## src/rtl/mpseq_pkg.sv

```systemverilog
package mpseq_pkg;

    typedef enum logic [1:0] {
        PL_ONE  = 2'd0,
        PL_TWO  = 2'd1,
        PL_FOUR = 2'd2,
        PL_BAD  = 2'd3
    } plane_code_e;

    typedef enum logic {
        ST_IDLE = 1'b0,
        ST_RUN  = 1'b1
    } seq_state_e;

    // Index of the last plane in a group: planes - 1.
    function automatic logic [1:0] plane_max(input plane_code_e code);
        case (code)
            PL_TWO:  plane_max = 2'd1;
            PL_FOUR: plane_max = 2'd3;
            default: plane_max = 2'd0;
        endcase
    endfunction

    // The low bits that must be zero for alignment and for count divisibility.
    function automatic logic [1:0] low_mask(input plane_code_e code);
        low_mask = plane_max(code);
    endfunction

endpackage

```

## src/rtl/mpseq_validate.sv

```systemverilog
module mpseq_validate
    import mpseq_pkg::*;
#(
    parameter int BLK_W = 10,
    parameter int CNT_W = 8
) (
    input  logic [1:0]       code,
    input  logic [BLK_W-1:0] block,
    input  logic [CNT_W-1:0] count,
    output logic             ok
);
    plane_code_e pc;
    logic [1:0]  mask;
    logic        aligned;
    logic        whole;
    logic        code_ok;

    always_comb begin
        pc      = plane_code_e'(code);
        mask    = low_mask(pc);
        code_ok = (pc != PL_BAD);
        aligned = ((block[1:0] & mask) == 2'b00);
        whole   = ((count[1:0] & mask) == 2'b00) && (count != '0);
        ok      = code_ok && aligned && whole;
    end
endmodule

```

## src/rtl/mpseq_walker.sv

```systemverilog
module mpseq_walker
    import mpseq_pkg::*;
#(
    parameter int BLK_W = 10,
    parameter int PG_W  = 6,
    parameter int CNT_W = 8
) (
    input  logic             clk,
    input  logic             rst,
    input  logic             start,
    input  logic [BLK_W-1:0] start_block,
    input  logic [PG_W-1:0]  start_page,
    input  logic [CNT_W-1:0] count,
    input  logic [1:0]       code,
    input  logic             step,
    output logic             busy,
    output logic [BLK_W-1:0] blk,
    output logic [PG_W-1:0]  pg,
    output logic             last
);
    localparam logic [CNT_W-1:0] ONE_LEFT = CNT_W'(1);

    seq_state_e       state;
    logic [BLK_W-1:0] base_blk;
    logic [CNT_W-1:0] remain;
    logic [1:0]       idx;
    logic [1:0]       idx_max;

    always_ff @(posedge clk) begin
        if (rst) begin
            state    <= ST_IDLE;
            base_blk <= '0;
            blk      <= '0;
            pg       <= '0;
            remain   <= '0;
            idx      <= '0;
            idx_max  <= '0;
        end else if (start) begin
            state    <= ST_RUN;
            base_blk <= start_block;
            blk      <= start_block;
            pg       <= start_page;
            remain   <= count;
            idx      <= '0;
            idx_max  <= plane_max(plane_code_e'(code));
        end else if (step) begin
            if (remain == ONE_LEFT) begin
                state <= ST_IDLE;
            end else begin
                remain <= remain - ONE_LEFT;
                if (idx == idx_max) begin
                    idx <= '0;
                    blk <= base_blk;
                    pg  <= pg + PG_W'(1);
                end else begin
                    idx <= idx + 2'd1;
                    blk <= blk + BLK_W'(1);
                end
            end
        end
    end

    assign busy = (state == ST_RUN);
    assign last = (remain == ONE_LEFT);
endmodule

```

## src/rtl/mp_addr_seq.sv

```systemverilog
module mp_addr_seq
    import mpseq_pkg::*;
#(
    parameter int BLK_W = 10,
    parameter int PG_W  = 6,
    parameter int CNT_W = 8
) (
    input  logic             clk,
    input  logic             rst,
    input  logic             load_valid,
    output logic             load_ready,
    input  logic [BLK_W-1:0] load_block,
    input  logic [PG_W-1:0]  load_page,
    input  logic [1:0]       load_planes,
    input  logic [CNT_W-1:0] load_count,
    output logic             load_err,
    output logic             addr_valid,
    input  logic             addr_ready,
    output logic [BLK_W-1:0] addr_block,
    output logic [PG_W-1:0]  addr_page,
    output logic             addr_last
);
    logic desc_ok;
    logic accept;
    logic busy;
    logic is_last;

    mpseq_validate #(.BLK_W(BLK_W), .CNT_W(CNT_W)) u_val (
        .code  (load_planes),
        .block (load_block),
        .count (load_count),
        .ok    (desc_ok)
    );

    assign load_ready = !busy;
    assign accept     = load_valid && load_ready;

    mpseq_walker #(.BLK_W(BLK_W), .PG_W(PG_W), .CNT_W(CNT_W)) u_walk (
        .clk         (clk),
        .rst         (rst),
        .start       (accept && desc_ok),
        .start_block (load_block),
        .start_page  (load_page),
        .count       (load_count),
        .code        (load_planes),
        .step        (addr_valid && addr_ready),
        .busy        (busy),
        .blk         (addr_block),
        .pg          (addr_page),
        .last        (is_last)
    );

    always_ff @(posedge clk) begin
        if (rst) load_err <= 1'b0;
        else     load_err <= accept && !desc_ok;
    end

    assign addr_valid = busy;
    assign addr_last  = busy && is_last;
endmodule

```

## config.mk

```make
export PLATFORM = sky130hd
export DESIGN_NAME = mp_addr_seq
export DESIGN_NICKNAME = d
export VERILOG_FILES = /design/src/rtl/mpseq_pkg.sv /design/src/rtl/mpseq_validate.sv /design/src/rtl/mpseq_walker.sv /design/src/rtl/mp_addr_seq.sv
export SDC_FILE = /design/constraint.sdc
export NUM_CORES = 1
export LEC_CHECK = 0
export BUFFER_PORTS_ARGS = -buffer_cell sky130_fd_sc_hd__clkbuf_2
export CAP_MARGIN = 15
export CORE_ASPECT_RATIO = 0.75
export CORE_MARGIN = 2
export CORE_UTILIZATION = 49
export CTS_BUF_LIST = sky130_fd_sc_hd__clkbuf_8 sky130_fd_sc_hd__clkbuf_16
export DETAILED_ROUTE_END_ITERATION = 7
export PLACE_DENSITY = 0.71
export SYNTH_ARGS = -nofsm -noshare
export SYNTH_HDL_FRONTEND = slang
export SYNTH_SLANG_ARGS = --single-unit
```

## constraint.sdc

```tcl
create_clock -name clk -period 2.8 [get_ports clk]
set_clock_uncertainty 0.05 [all_clocks]
set_input_delay 0.28 -clock clk [delete_from_list [all_inputs] [get_ports clk]]
set_output_delay 0.28 -clock clk [all_outputs]
set_load 0.1 [all_outputs]
```

==> results.yml <==
clocking:
  root_buffer: "clkbuf_8"
  cts_setup_buffers: 0
  ctsHoldBuffers: 0
  clk_path_buf_depth: 2
  tritoncts.num_buffers: 5
  cts_tree: "done"
  htreeDepth: 2
  clkSinkCount: 40
  post_cts_resized: 0
  clock_latency_ps: 290
  cts.clk_slew.worst_paths_ps: 70
timing:
  worst_slew_pin_slew_ps: 882.2
  rsz0062_at_grt: "no"
  hold_violations: 0
  worst_slack_ps: 405.8
  finalCritPeriodShare_pct: 85.51
  holdWs_ps: 178.4
  timing.max_slew.rel_slack_pct: 41.19
  setup_viol: 0
  min_period_ps: 2394
  fmax_ghz: 0.4177
  slew_violations: 0
  finalSetupTns_ps: 0
synth:
  netlist_instances: 263
  ys_seq_elements: 40
  ys.flop_type: "dfxtp_1"
  async_reset_ff_share_pct: 0
  synthesis.nets: 299
  syn_avg_cell_area_sq_um: 8.297
  synth_area_sq_um: 2182
  yosysUniqueCellTypes: 47
  yosysSeqAreaShare_pct: 36.70
  synth_edf_count: 0
  yosys_warnings: 0
final_layout:
  fin_cells: 361
  n_antenna_cell: 0
  fillers: 424
  final_layout_size_suffix_gt1_share_pct: 25.49
  finalInstanceArea_sq_um: 2520
  area_delta_synth_final_pct: 15.48
  final_nets: 341
  final_util_pct: 60.66
placement:
  gp_congestion: 0.8142
  place_inst: 353
  place_area_sq_um: 2430
  port_buffers: 49
  dp_hpwl_microns: 3755
  pre_cts_ws_ps: 429.7
detailed_routing:
  vias_per_cell: 5.737
  drc: 0
  drt-total-wl_microns: 5333
  drt_iter0_markers: 97
  detail-route-antenna-nets: 0
  drt_pass1_iterations: 5
  wl_per_cell_microns: 14.77
  vias: 2071
pwr:
  peakVddDrop_mv: 0.3167
  p_per_area_nw_per_um2: 601.0
  leakagePower_nw: 0.9924
  total_power_mw: 1.515
job:
  drv_cap: 0
floorplan:
  die_h_microns: 61.79
  dieArea_sq_um: 5008
  rows: 20
  initial_core_util_pct: 52.53
  die_w_microns: 81.06
  fp.coreArea_sq_um: 4154
  ios: 50
grt:
  grt_use_total_pct: 23.55
  overflow: 0
  grt_pass1_wl_microns: 8866
  grt_pass1_vias: 1866
  antenna_found_initial: 0
  grt_max_degree: 43
worst_setup_path:
  cp-start-kind: "register"
  end_kind: "primary output"
  required_ps: 2470
  path_max_fanout: 4
  crit_type: "register to primary output"
  critPathArrivalTime_ps: 2060
outcome:
  outcome: "completed"
hold_path:
  hold_class: "primary input to register"
power breakdown:
part | internal [mW] | leakage [nW] | total, mW | switching [mW]
Clock | 0.194 | 0.0538 | 0.386 | 0.193
Combinational | 0.124 | 0.611 | 0.468 | 0.344
Sequential | 0.614 | 0.327 | 0.660 | 0.0464
Total | 0.932 | 0.992 | 1.51 | 0.583
sequential cells by signal, summed over array words and instances, names as in the netlist:
name	count
u_walk.busy	1
load_err	1
u_walk.blk	10
u_walk.base_blk	10
u_walk.idx_max	2
u_walk.pg	6
u_walk.idx	2
u_walk.remain	8
cell type report:
cell class | instances | area, sq um | area share (%)
Clock inverter | 2 | 7.507 | 0.2979
Multi-Input combinational cell | 197 | 1230 | 48.81
Sequential cell | 40 | 802.0 | 31.83
Timing Repair Buffer | 55 | 302.8 | 12.02
Inverter | 6 | 26.28 | 1.043
Tap cell | 55 | 68.82 | 2.731
Clock buffer | 6 | 82.58 | 3.277
kinds of logic (layout without fill, tap and decap cells):
group,count (synthesis),count (layout),synth area share (%)
flops,40,40,36.70
xor+xnor,9,9,3.613
simple gates,101,101,22.42
buf+inv,26,69,7.683
fa+ha+maj,6,6,3.440
compound gates,79,79,25.12
mux,2,2,1.032
cells in the mapped netlist (2+ instances only):
| master | instances | area share (%) |
|---|---|---|
| o21ai_0 | 4 | 0.92 |
| mux2_2 | 2 | 1.0 |
| inv_1 | 6 | 1.0 |
| nand3_1 | 11 | 2.5 |
| a32oi_1 | 2 | 0.80 |
| ha_1 | 6 | 3.4 |
| o221ai_2 | 2 | 1.4 |
| a31oi_1 | 7 | 2.0 |
| o311ai_0 | 3 | 1.2 |
| xnor2_1 | 3 | 1.2 |
| nor4_1 | 3 | 0.86 |
| o221ai_1 | 2 | 0.80 |
| o211ai_1 | 3 | 1.0 |
| buf_4 | 4 | 1.4 |
| o21a_1 | 4 | 1.4 |
| o21ai_1 | 4 | 0.92 |
| nand2_1 | 33 | 5.7 |
| a21oi_1 | 31 | 7.1 |
| dfxtp_1 | 40 | 37 |
| buf_2 | 5 | 1.1 |
| nor2_1 | 22 | 3.8 |
| a311oi_2 | 2 | 1.4 |
| buf_6 | 5 | 2.6 |
| o211a_1 | 2 | 0.92 |
| nand3b_1 | 3 | 1.0 |
| or3_1 | 4 | 1.1 |
| xor2_1 | 6 | 2.4 |
| nand4_1 | 3 | 0.86 |
| a211oi_1 | 6 | 2.1 |
| nor3_1 | 14 | 3.2 |
| clkbuf_1 | 5 | 0.86 |
per-layer routing:
metal,global-route usage [%],share of wire [%],vias to the layer above
met1,34.32,51,968
met2,34.36,43,53
met5,0,0,-
met4,7.264,0.58,0
met3,6.069,5.3,4
li1,-,-,1046
final timing paths:
| check | startpoint | endpoint | slack, ps | cells after the start |
|---|---|---|---|---|
| setup reg to reg | u_walk.remain[1] | u_walk.pg[3] | 410 | 7 |
| setup / recovery | u_walk.remain[0] | addr_last | 410 | 4 |
| hold reg to reg | u_walk.base_blk[3] | u_walk.base_blk[3] | 410 | 2 |
| hold / removal | load_block[7] | u_walk.base_blk[7] | 180 | 3 |
critical path, cell delays in order (launching register included):
cell and delay (ps):
dfxtp_1 390, ha_1 190, or4b_4 510, nor3_4 200, clkbuf_2 480
cells in the final DEF, fill, tap and decap left out, types with 2 or more instances in the layout:
| cell | count |
|---|---|
| xor2_1 | 6 |
| clkbuf_2 | 49 |
| o211a_1 | 2 |
| nand3_1 | 11 |
| o311ai_0 | 3 |
| or3_1 | 4 |
| ha_1 | 6 |
| dfxtp_1 | 39 |
| o211ai_1 | 3 |
| o21ai_1 | 4 |
| a211oi_1 | 6 |
| mux2_2 | 2 |
| a21oi_1 | 31 |
| xnor2_1 | 3 |
| nor2_1 | 22 |
| buf_4 | 5 |
| o21a_1 | 4 |
| inv_1 | 7 |
| o221ai_1 | 2 |
| a311oi_2 | 2 |
| nand2_1 | 33 |
| clkbuf_8 | 6 |
| nor4_1 | 3 |
| a31oi_1 | 7 |
| nand3b_1 | 3 |
| nor3_1 | 12 |
| nand4_1 | 3 |
| o221ai_2 | 2 |
| o21ai_0 | 4 |
| a32oi_1 | 2 |
(Power assumes the default switching activity.)
